## src/rtl/cfu_pkg.sv

```systemverilog
package cfu_pkg;
   localparam int unsigned CODE_W = 4;

   typedef struct packed {
      logic lt;
      logic gt;
      logic eq;
      logic so;
   } cfu_code_t;

   typedef enum logic {
      CMP_SIGNED   = 1'b0,
      CMP_UNSIGNED = 1'b1
   } cfu_mode_e;
endpackage

```

## src/rtl/cfu_magnitude.sv

```systemverilog
// Three-way magnitude comparison, signed or unsigned, one of two structures.
module cfu_magnitude #(
   parameter int unsigned DATA_W    = 32,
   parameter bit          USE_SUB   = 1'b0
) (
   input  logic [DATA_W-1:0] a,
   input  logic [DATA_W-1:0] b,
   input  logic              is_unsigned,
   output logic              lt,
   output logic              gt,
   output logic              eq
);
   localparam int unsigned EXT_W = DATA_W + 1;

   logic [EXT_W-1:0] a_ext;
   logic [EXT_W-1:0] b_ext;

   // one extra bit turns both orderings into one signed ordering
   assign a_ext = {a[DATA_W-1] & ~is_unsigned, a};
   assign b_ext = {b[DATA_W-1] & ~is_unsigned, b};
   assign eq    = (a == b);

   generate
      if (DATA_W < 2) begin : g_bad_width
         $error("cfu_magnitude: DATA_W must be at least 2");
      end
      if (USE_SUB) begin : g_sub
         logic [EXT_W:0] diff;
         logic [EXT_W:0] a_x;
         logic [EXT_W:0] b_x;
         assign a_x  = {a_ext[EXT_W-1], a_ext};
         assign b_x  = {b_ext[EXT_W-1], b_ext};
         assign diff = a_x - b_x;
         assign lt   = diff[EXT_W];
         assign gt   = ~diff[EXT_W] & ~eq;
      end else begin : g_direct
         assign lt = ($signed(a_ext) < $signed(b_ext));
         assign gt = ($signed(a_ext) > $signed(b_ext));
      end
   endgenerate
endmodule

```

## src/rtl/cfu_code_gen.sv

```systemverilog
// Builds the four-bit result code and the legality decision.
module cfu_code_gen
   import cfu_pkg::*;
#(
   parameter int unsigned INSTR_W = 32,
   parameter int unsigned LEN_BIT = 21
) (
   input  logic               lt,
   input  logic               gt,
   input  logic               eq,
   input  logic               sticky,
   input  cfu_mode_e          mode,
   input  logic [INSTR_W-1:0] instr,
   output cfu_code_t          code,
   output logic               illegal
);
   generate
      if (LEN_BIT >= INSTR_W) begin : g_bad_len
         $error("cfu_code_gen: LEN_BIT outside instruction");
      end
   endgenerate

   always_comb begin
      code    = '0;
      code.lt = lt;
      code.gt = gt & ~lt;
      code.eq = eq & ~lt & ~gt;
      code.so = sticky;
   end

   // only the unsigned form rejects the length bit
   assign illegal = (mode == CMP_UNSIGNED) && instr[LEN_BIT];
endmodule

```

## src/rtl/cfu_field_merge.sv

```systemverilog
// Replaces one nibble of the condition register, counted from the top.
module cfu_field_merge #(
   parameter int unsigned NUM_FIELDS = 8,
   parameter int unsigned FIELD_W    = 4,
   localparam int unsigned IDX_W     = (NUM_FIELDS > 1) ? $clog2(NUM_FIELDS) : 1,
   localparam int unsigned REG_W     = NUM_FIELDS * FIELD_W
) (
   input  logic [REG_W-1:0]   cond_in,
   input  logic [IDX_W-1:0]   sel,
   input  logic [FIELD_W-1:0] value,
   input  logic               enable,
   output logic [REG_W-1:0]   cond_out
);
   generate
      if ((1 << IDX_W) != NUM_FIELDS) begin : g_bad_fields
         $error("cfu_field_merge: NUM_FIELDS must be a power of two");
      end
      for (genvar i = 0; i < NUM_FIELDS; i++) begin : g_field
         localparam int unsigned OWNER = NUM_FIELDS - 1 - i;
         logic hit;
         assign hit = enable && (sel == IDX_W'(OWNER));
         assign cond_out[i*FIELD_W +: FIELD_W] =
            hit ? value : cond_in[i*FIELD_W +: FIELD_W];
      end
   endgenerate
endmodule

```

## src/rtl/cfu_compare_unit.sv

```systemverilog
module cfu_compare_unit
   import cfu_pkg::*;
#(
   parameter int unsigned DATA_W     = 32,
   parameter int unsigned NUM_FIELDS = 8,
   parameter int unsigned INSTR_W    = 32,
   parameter int unsigned IDX_LSB    = 23,
   parameter int unsigned LEN_BIT    = 21,
   parameter bit          USE_SUB    = 1'b0,
   localparam int unsigned IDX_W     = (NUM_FIELDS > 1) ? $clog2(NUM_FIELDS) : 1,
   localparam int unsigned REG_W     = NUM_FIELDS * CODE_W
) (
   input  logic               clk,
   input  logic               rst_n,
   input  logic               in_valid,
   input  logic [INSTR_W-1:0] in_instr,
   input  logic [DATA_W-1:0]  in_opa,
   input  logic [DATA_W-1:0]  in_opb,
   input  logic               in_unsigned,
   input  logic [REG_W-1:0]   in_cond,
   input  logic               in_sticky_ovf,
   output logic               out_done,
   output logic [REG_W-1:0]   out_cond,
   output logic               out_illegal
);
   generate
      if (IDX_LSB + IDX_W > INSTR_W) begin : g_bad_idx
         $error("cfu_compare_unit: field index outside instruction");
      end
   endgenerate

   logic             lt, gt, eq;
   logic             illegal;
   cfu_code_t        code;
   cfu_mode_e        mode;
   logic [IDX_W-1:0] sel;
   logic [REG_W-1:0] merged;

   assign mode = in_unsigned ? CMP_UNSIGNED : CMP_SIGNED;
   assign sel  = in_instr[IDX_LSB +: IDX_W];

   cfu_magnitude #(.DATA_W(DATA_W), .USE_SUB(USE_SUB)) u_mag (
      .a(in_opa), .b(in_opb), .is_unsigned(in_unsigned),
      .lt(lt), .gt(gt), .eq(eq)
   );

   cfu_code_gen #(.INSTR_W(INSTR_W), .LEN_BIT(LEN_BIT)) u_code (
      .lt(lt), .gt(gt), .eq(eq), .sticky(in_sticky_ovf), .mode(mode),
      .instr(in_instr), .code(code), .illegal(illegal)
   );

   cfu_field_merge #(.NUM_FIELDS(NUM_FIELDS), .FIELD_W(CODE_W)) u_merge (
      .cond_in(in_cond), .sel(sel), .value(code), .enable(~illegal),
      .cond_out(merged)
   );

   always_ff @(posedge clk or negedge rst_n) begin
      if (!rst_n) begin
         out_done    <= 1'b0;
         out_illegal <= 1'b0;
         out_cond    <= '0;
      end else begin
         out_done    <= in_valid;
         out_illegal <= in_valid & illegal;
         if (in_valid) out_cond <= merged;
      end
   end
endmodule

```

## config.mk

```make
export PLATFORM = sky130hd
export DESIGN_NAME = cfu_compare_unit
export DESIGN_NICKNAME = d
export VERILOG_FILES = /design/src/rtl/cfu_pkg.sv /design/src/rtl/cfu_magnitude.sv /design/src/rtl/cfu_code_gen.sv /design/src/rtl/cfu_field_merge.sv /design/src/rtl/cfu_compare_unit.sv
export SDC_FILE = /design/constraint.sdc
export NUM_CORES = 1
export LEC_CHECK = 0
export BUFFER_PORTS_ARGS = -buffer_cell sky130_fd_sc_hd__buf_2
export CAP_MARGIN = 20
export CELL_PAD_IN_SITES_DETAIL_PLACEMENT = 0
export CELL_PAD_IN_SITES_GLOBAL_PLACEMENT = 2
export CORE_ASPECT_RATIO = 1.4
export CORE_MARGIN = 4
export CORE_UTILIZATION = 23
export CTS_CLUSTER_DIAMETER = 120
export DETAILED_ROUTE_END_ITERATION = 6
export PLACE_DENSITY = 0.9
export SKIP_LAST_GASP = 1
export SYNTH_ARGS = -nofsm -noshare
export SYNTH_HDL_FRONTEND = slang
export SYNTH_SLANG_ARGS = --single-unit
```

## constraint.sdc

```tcl
create_clock -name clk -period 1.15 [get_ports clk]
set_input_delay 0.0575 -clock clk [delete_from_list [all_inputs] [get_ports clk]]
set_output_delay 0.0575 -clock clk [all_outputs]
set_load 0.02 [all_outputs]
```

After elaboration in Yosys (flattened, before gate mapping)
Index checks and enable logic that the tools add are counted. Widths: inputs -> output; s select.

Output and inout bits: 34. Bits in registers: 34. Word-level logic and storage cells: 42. Input bits: 133.

Reductions and logical operators: 10. Mux-type cells: 9. Bitwise logic cells: 10. Magnitude comparators: 2. Equality and inequality tests: 8.

Operators by type and width (count): $gt 33x33->1 (1); $lt 33x33->1 (1); $eq 32x32->1 (1); $mux 4 (8); $eq 3x3->1 const B (4); $logic_and 1x1->1 (9); $and 1x1->1 (6); $eq 3x2->1 const B (2); $not 1->1 (4); $eq 3x1->1 const B (1); $logic_not 3->1 (1); $mux 1 (1).

Depth between registers and ports, before layout
Gate-level depths: netlist of the first run.

Word-level depth: 7. Mapped depth: 9. Depth with buffers taken out: 8.

By module
A second synthesis of the first run with hierarchy kept.

Cell total of the unflattened synthesis: 240. Area total of the unflattened synthesis: 2816.5 µm².

Modules (own cells, without submodules): cfu_compare_unit (sequential area each 850.8 µm², cells an instance 72, area each 1401.3 µm², times used 1); cfu_magnitude (sequential area each 0.0 µm², cells an instance 123, area each 864.6 µm², times used 1); cfu_field_merge (sequential area each 0.0 µm², cells an instance 40, area each 510.5 µm², times used 1); cfu_code_gen (sequential area each 0.0 µm², cells an instance 5, area each 40.0 µm², times used 1).

Worst setup path after synthesis of the first run
OpenSTA, ideal clock, no wires.

Kind: input-to-reg. Start: input in_opb[30]. End: register out_cond[1]. Data required time: 1.011 ns. Data arrival time: 1.626 ns. Stages: 8. Slack: -0.614 ns. Setup time: 0.139 ns. Path through: inv_1 ha_1 nand4_1 nor2_1 a2111oi_4 a21oi_2 nor3b_2 o31ai_1.

Word-level cells in the longest chain between the ends: 5.

Ends and longest elaborated chain: start, declared (line cfu_compare_unit.sv:18) `input logic [DATA_W-1:0] in_opb,`; $lt 33x33->1 (line cfu_magnitude.sv:37) `assign lt = ($signed(a_ext) < $signed(b_ext));`; $not 1->1 (line cfu_code_gen.sv:27) `code.eq = eq & ~lt & ~gt;`; $and 1x1->1 (line cfu_code_gen.sv:27); $and 1x1->1 (*) (line cfu_code_gen.sv:27); $mux 4 (*) (line cfu_field_merge.sv:23) `hit ? value : cond_in[i*FIELD_W +: FIELD_W];`; end signal, assigned (line cfu_compare_unit.sv:65) `if (in_valid) out_cond <= merged;`; end, declared (line cfu_compare_unit.sv:23) `output logic [REG_W-1:0] out_cond,`.

Mark *: on every way between the ends. The rest lies on a longest branch, timed or not. A chain may end at the register's enable or synchronous reset.

Final worst setup path of the first run
Start: input in_opb[29]. End: register out_cond[9].

Same word-level chain as after synthesis.

==> results_dict.tcl, run 1 <==
set metrics [dict create \
    outcome "complete, but fails checks" \
    failed_checks "negative setup slack" \
    antenna_cells_inserted 0 \
    report.final.slew_viol_count 0 \
    drc 0 \
    regToRegSetupSlack_ns 0.05 \
    yosysWarningCount 0 \
    clk_path_buf_depth 2 \
    drive_above_1_share_pct 46.18 \
    tightestPinTransition_ns 0.4533 \
    die_outline_height_um 139.9 \
    finalWirelength_mm 10.55 \
    leakage_power_summed_over_all_cells_nw 2.240 \
    power.combinational.fraction_pct 37.5 \
    min_from "in_cond[4]" \
    post_synth_inst_count 367 \
    grt_pass1_vias 3370 \
    antenna_found_initial 0 \
    finalCoreUtilization_pct 38.25 \
    hp-class "in2reg" \
    dp.final_hpwl_mm 8.620 \
    grt.total_usage_pct 14.39 \
    crit_buf_inv 3 \
    worst_path_largest_cell_delay_ns 0.32 \
    drtIter0Drc 83 \
    timing.critical_path.from_type "input port" \
    power_per_cell_area_mw_per_mm2 936.8 \
    design.portCount 167 \
    floorplan.rows 47 \
    worst_hold_path.num_cells 3 \
    final_ws_setup_ns -0.4455 \
    critical_path_arrival_ns 1.78 \
    core-area_mm2 0.01200 \
    tritoncts_num_sinks 34 \
    final_period_minus_worst_setup_slack_ns 1.595 \
    gp_routability_congestion 0.8941 \
    power_frac_seq_pct 33.2 \
    path_delay_family "compound AO/OA/AOI/OAI gates" \
    clock_skew_ns 0 \
    number_of_nets_produced_by_synthesis 532 \
    route.detailed.wl_per_inst_um 15.13 \
    dpl_worst_slack_ns -0.8198 \
    tns_ns -9.430 \
    ys_ff_latch 34 \
    clk_pin_slew_ns 0.05 \
    drv_cap 0 \
    worst-r2r-cell-count 3 \
    seq_total_area_yosys_pct 29.77 \
    synthArstFlopShare_pct 100.0 \
    htree_num_levels 2 \
    seqCellArea_um2 850.8 \
    crit_path_cell_trace "buf_6 -> inv_8 -> ha_4 -> nand4_1 -> nor2_4 -> a22oi_2 -> a21oi_4 -> nor3b_4 -> buf_12 -> o31ai_2" \
    power.ir.vdd_worst_mv 0.5795 \
    max_freq_ghz 0.6268 \
    worstSetupPathType "in2reg" \
    fill_cells 1258 \
    cts.root.buffer_cell "clkbuf_16" \
    die_w_um 102.2 \
    crit_required_ns 1.34 \
    worst_setup_path_end_kind "flop" \
    worstPathMaxFanout 8 \
    critical_path.reg2reg.endpoint "out_cond[19]" \
    initial_utilization_pct 23.82 \
    clock_insertion_delay_worst_skew_ns 0.28 \
    drt_pass1_iterations 4 \
    max_slew_margin_pct 69.78 \
    antenna_left 0 \
    clockPowerShare_pct 29.3 \
    crit-reg2reg-launch "out_cond[19]" \
    holdPathEnd "out_cond[4]" \
    tritoncts "built" \
    multi_input_area_mm2 0.002042 \
    psw_mw 1.458 \
    synth_enable_flop_cells 0 \
    finish_stage_setup_viols 24 \
    global_route.overflow_total 0 \
    numCtsBuffers 5 \
    via_count 3288 \
    hold_violations 0 \
    total_internal_power_mw 2.840 \
    grt_first_pass_wirelength_mm 16.39 \
    mappedNetlistArea_mm2 0.002858 \
    tcrit_tclk_final_pct 138.7 \
    netSwitchingFraction_pct 33.93 \
    pin_count_of_the_biggest_net_entering_global_routing 35 \
    syn-mean-instance-area_um2 7.787 \
    drt-vias-per-instance 4.717 \
    crit_slowest_cell "a21oi_4" \
    fin_nets 715 \
    predominant_post_synthesis_flop_cell "dfrtp_1" \
    synth.distinct_cells 40 \
    setup_repair_after_global_routing_missed_its_margin "true" \
    floorplan.die_area_mm2 0.01430 \
    numPortBuffers 138 \
    area_growth_pct 60.55 \
]
[cell usage after synthesis, types with 2 or more instances]
master	count	area share, %
nand3_1	13	2.3
o31ai_1	8	2.1
a21oi_1	49	8.6
o211ai_1	2	0.53
nand4_1	8	1.8
ha_1	32	14
nor2_1	45	5.9
and3_1	9	2.0
clkbuf_1	13	1.7
or3_1	2	0.44
buf_1	2	0.26
o21ai_2	8	2.5
nand2_1	30	3.9
dfrtp_1	34	30
nor3_1	4	0.70
a31oi_1	14	3.1
buf_6	2	0.79
nand2b_1	4	0.88
inv_1	34	4.5
nor3_2	2	0.70
nor2b_1	3	0.66
o21ai_0	17	3.0
a21o_1	9	2.4
o41ai_1	7	2.1
[cells by family (layout without fill, tap and decap cells)]
group                    count (synthesis)  after routing  share of synthesized area, %
AO/OA/AOI/OAI                          120            120                         26.75
flip-flops                              34             34                         29.77
AND/OR/NAND/NOR                        127            127                         21.41
adder cells (fa/ha/maj)                 32             32                         14.01
buffers and inverters                   52            235                         7.399
multiplexers                             1              1                        0.3503
XOR/XNOR                                 1              1                        0.3065
[cell usage in the layout, fill, tap and decap left out, drive strengths merged, types with 2 or more instances in the layout]
master and instances:
nand3 13, a31oi 14, and3 10, nor3 6, o41ai 7, inv 34
ha 32, nand2b 4, nor2b 3, buf 193, o21ai 25, a21oi 50
or3 2, dfrtp 34, clkbuf 7, a21o 9, nand2 30, o31ai 8
nor2 46, o211ai 2, nand4 9
[worst max path at each step]
stage | startpoint | end | slack [ns] | depth (start not counted)
2_1_floorplan | in_opb[29] | out_cond[10] | -0.44 | 9
6_report | in_opb[29] | out_cond[9] | -0.45 | 10
4_1_cts | in_opb[30] | out_cond[9] | -0.44 | 8
3_3_place_gp | in_opb[29] | out_cond[25] | -0.78 | 9
5_1_grt | in_opb[29] | out_cond[25] | -0.53 | 10
3_5_place_dp | in_opb[29] | out_cond[1] | -0.82 | 8
[metal layers]
| layer | global-route usage, % | wire length (um) | vias up |
|---|---|---|---|
| li1 | - | - | 1674 |
| met1 | 17.37 | 4135 | 1483 |
| met2 | 25.35 | 5430 | 114 |
| met3 | 2.637 | 770 | 17 |
| met4 | 4.561 | 212 | 0 |
| met5 | 0 | 0 | - |
[final cells by class]
cell class	instances	area share (%)
multi-input combinational	281	44.51
timing repair buffer	194	26.94
clock buffer	7	2.891
sequential	34	18.54
inverter	34	3.109
tap	147	4.009
[worst reg2reg max path, delay by kind of cell (launching register included)]
kind / cells / cell delay (ns)
AO/OA/AOI/OAI: 3 / 0.56
flip-flops: 1 / 0.40
[per-stage QoR]
| step | hold WS [ns] | cell area [um2] | cells | power (mW) |
|---|---|---|---|---|
| after floorplan | -0.2381 | 2955 | 367 | 2.280 |
| after global placement | 0.1152 | 4146 | 684 | 2.916 |
| after detailed placement | 0.1296 | 4146 | 684 | 2.948 |
| after CTS | 0.03045 | 4558 | 696 | 4.324 |
| after global routing | 0.04293 | 4588 | 697 | 4.557 |
| final | 0.03022 | 4588 | 697 | 4.298 |
[state kept, by name (all words and copies together), names as in the netlist]
| signal | flops |
|---|---|
| out_cond | 32 |
| out_done | 1 |
| out_illegal | 1 |
[what timing repair did]
item | in CTS | in global routing
gates resized for setup | 41 | 4
hold buffers | 1 | 0
pin swaps | 27 | 6
endpoints found under the setup margin | 24 | 24
buffers inserted | 5 | 2
hold endpoints to repair | 34 | 0
[power groups by stage]
| stage | sequential (mW) | combinational (mW) | clock [mW] |
|---|---|---|---|
| floorplan | 1.60 | 0.676 | 0 |
| global placement | 1.44 | 1.47 | 0 |
| detailed placement | 1.45 | 1.50 | 0 |
| CTS | 1.43 | 1.62 | 1.28 |
| global route | 1.44 | 1.78 | 1.33 |
| finish | 1.43 | 1.61 | 1.26 |
Power figures use the tool's default switching activity.
==> inputs of run 2 (changes only) <==
==> constraint.sdc (replaced) <==
create_clock -name clk -period 1.8 [get_ports clk]
set_input_delay 0.09 -clock clk [delete_from_list [all_inputs] [get_ports clk]]
set_output_delay 0.09 -clock clk [all_outputs]
set_load 0.02 [all_outputs]
==> run 2 against run 1 <==
- via count decreased by 2.7%
- clock power decreased by 36%
- the run now ends clean
- final cell count decreased by 4.3%
- clock skew unchanged
- critical endpoint is now out_cond[10]
- global-route usage decreased by 0.64 points
- critical path type unchanged
- sequential share of layout area increased by 2.7 points
- combinational power decreased by 45%
==> results_dict.tcl, run 2 (synthesis results as in run 1) <==
set metrics [dict create \
    area_growth_pct 40.19 \
    multi_input_area_mm2 0.001823 \
    design.portCount 167 \
    grt_pass1_vias 3108 \
    dpl_worst_slack_ns -0.2816 \
    hold_violations 0 \
    die_w_um 102.2 \
    clk_path_buf_depth 2 \
    fin_area_mm2 0.004006 \
    initial_utilization_pct 23.82 \
    numPortBuffers 138 \
    core-area_mm2 0.01200 \
    via_count 3199 \
    critical_path_arrival_ns 1.92 \
    clock_skew_ns 0 \
    tritoncts "built" \
    seqCellArea_um2 850.8 \
    htree_num_levels 2 \
    tightestPinTransition_ns 0.9838 \
    pin_count_of_the_biggest_net_entering_global_routing 35 \
    grt_first_pass_wirelength_mm 15.75 \
    dp.final_hpwl_mm 8.328 \
    clk_pin_slew_ns 0.05 \
    largest_registers "out_cond: 32 flops, out_done: 1 flops, out_illegal: 1 flops" \
    worstSetupPathType "in2reg" \
    drt_pass1_iterations 4 \
    gr-max-usage-layer "met2" \
    most_frequent_cells_in_the_layout "138 x buf_2, 49 x a21oi_1, 45 x nor2_1" \
    outcome "finished clean" \
    regMostFlops "out_cond" \
    fin_nets 685 \
    netSwitchingFraction_pct 33.87 \
    drive_above_1_share_pct 36.92 \
    worst_setup_path_end_kind "flop" \
    setup_repair_after_global_routing_missed_its_margin "true" \
    drc 0 \
    numCtsBuffers 5 \
    gp_routability_congestion 0.7926 \
    antenna_cells_inserted 0 \
    max_slew_margin_pct 33.72 \
    power_per_cell_area_mw_per_mm2 649.0 \
    antenna_left 0 \
    finalPower_mw 2.600 \
    tcrit_tclk_final_pct 95.28 \
    power.ir.vdd_worst_mv 0.3688 \
    dpl.cell_count 658 \
    total_internal_power_mw 1.719 \
    commonest_non_fill_non_tap_cell_in_the_layout "buf_2" \
    grt.total_usage_pct 13.75 \
    clockPowerShare_pct 30.9 \
    cts.root.buffer_cell "clkbuf_16" \
    route.detailed.wl_per_inst_um 15.14 \
    report.final.slew_viol_count 0 \
    finish_stage_setup_viols 0 \
    drtIter0Drc 114 \
    tns_ns 0 \
    clock_insertion_delay_worst_skew_ns 0.28 \
    finalWirelength_mm 10.10 \
    floorplan.rows 47 \
    timing.hold.ws_ns 0.06354 \
    leakage_power_summed_over_all_cells_nw 2.041 \
    final_period_minus_worst_setup_slack_ns 1.715 \
    power.combinational.fraction_pct 34.1 \
    die_outline_height_um 139.9 \
    final_ws_setup_ns 0.08504 \
    power_frac_seq_pct 34.9 \
    cell_count_final_fillers_out 667 \
    finalCoreUtilization_pct 33.40 \
    floorplan.die_area_mm2 0.01430 \
    psw_uw 880.7 \
    grtUsageMet2_pct 24.05 \
    placed_area_mm2 0.003829 \
    flip_flop_count_of_the_largest_register_after_layout 32 \
    gr-usage-met1_pct 16.96 \
    tritoncts_num_sinks 34 \
    max_freq_ghz 0.5831 \
    antenna_found_initial 0 \
    timing.critical_path.from_type "input port" \
    hp-class "in2reg" \
    worstPathMaxFanout 8 \
    crit_required_ns 2.00 \
    met3_usage_pct 2.736 \
    global_route.overflow_total 0 \
    fill_cells 1322 \
    drv_cap 0 \
    drt-vias-per-instance 4.796 \
]
[run 2: changes by cell type in the layout (fill, tap and decap cells not counted), sizes merged]
| cell | change |
|---|---|
| buf | -30 |
[run 2: area by class of cell]
| type | instances | share of cell area [%] |
|---|---|---|
| Sequential cell | 34 | 21.24 |
| Tap cell | 147 | 4.591 |
| Timing Repair Buffer | 164 | 22.17 |
| Clock buffer | 7 | 3.310 |
| Multi-Input combinational cell | 281 | 45.50 |
| Inverter | 34 | 3.186 |
[run 2: power groups by stage]
stage	sequential [mW]	combinational (mW)	clock [mW]
final	0.908	0.887	0.805
after global routing	0.922	0.989	0.857
after CTS	0.909	0.896	0.820
after detailed placement	0.922	0.890	0
after global placement	0.919	0.872	0
after floorplan	1.02	0.409	0
[run 2: routing by layer]
metal	part of all wire (%)	wire length, um
met3	8.3	838
met5	0	0
met1	41	4134
met2	49	4980
met4	1.4	146
[run 2: critical path: stages]
cell and delay [ns]:
buf_2 0.08, inv_1 0.04, ha_1 0.30, nand4_1 0.11, buf_4 0.16, nor2_2 0.17, nand4_2 0.18, or3_1 0.39
and3_4 0.25, o21ai_2 0.14
[run 2: final timing paths]
path / slack, ns / to / start / cells past startpoint
max: 0.09 / out_cond[10] / in_opb[29] / 10
min: 0.06 / out_cond[0] / in_cond[0] / 3
max reg2reg: 0.75 / out_cond[27] / out_cond[27] / 3
min reg2reg: 0.48 / out_cond[9] / out_cond[9] / 2
max in group asynchronous: 0.84 / out_cond[25] / rst_n / 2
min in group asynchronous: 0.44 / out_cond[0] / rst_n / 2
[run 2: what timing repair did]
item | CTS | global route
endpoints found under the hold margin | 34 | 0
setup buffers | 0 | 1
hold buffers | 1 | 0
resized for setup | 0 | 5
setup endpoints to repair | 0 | 16
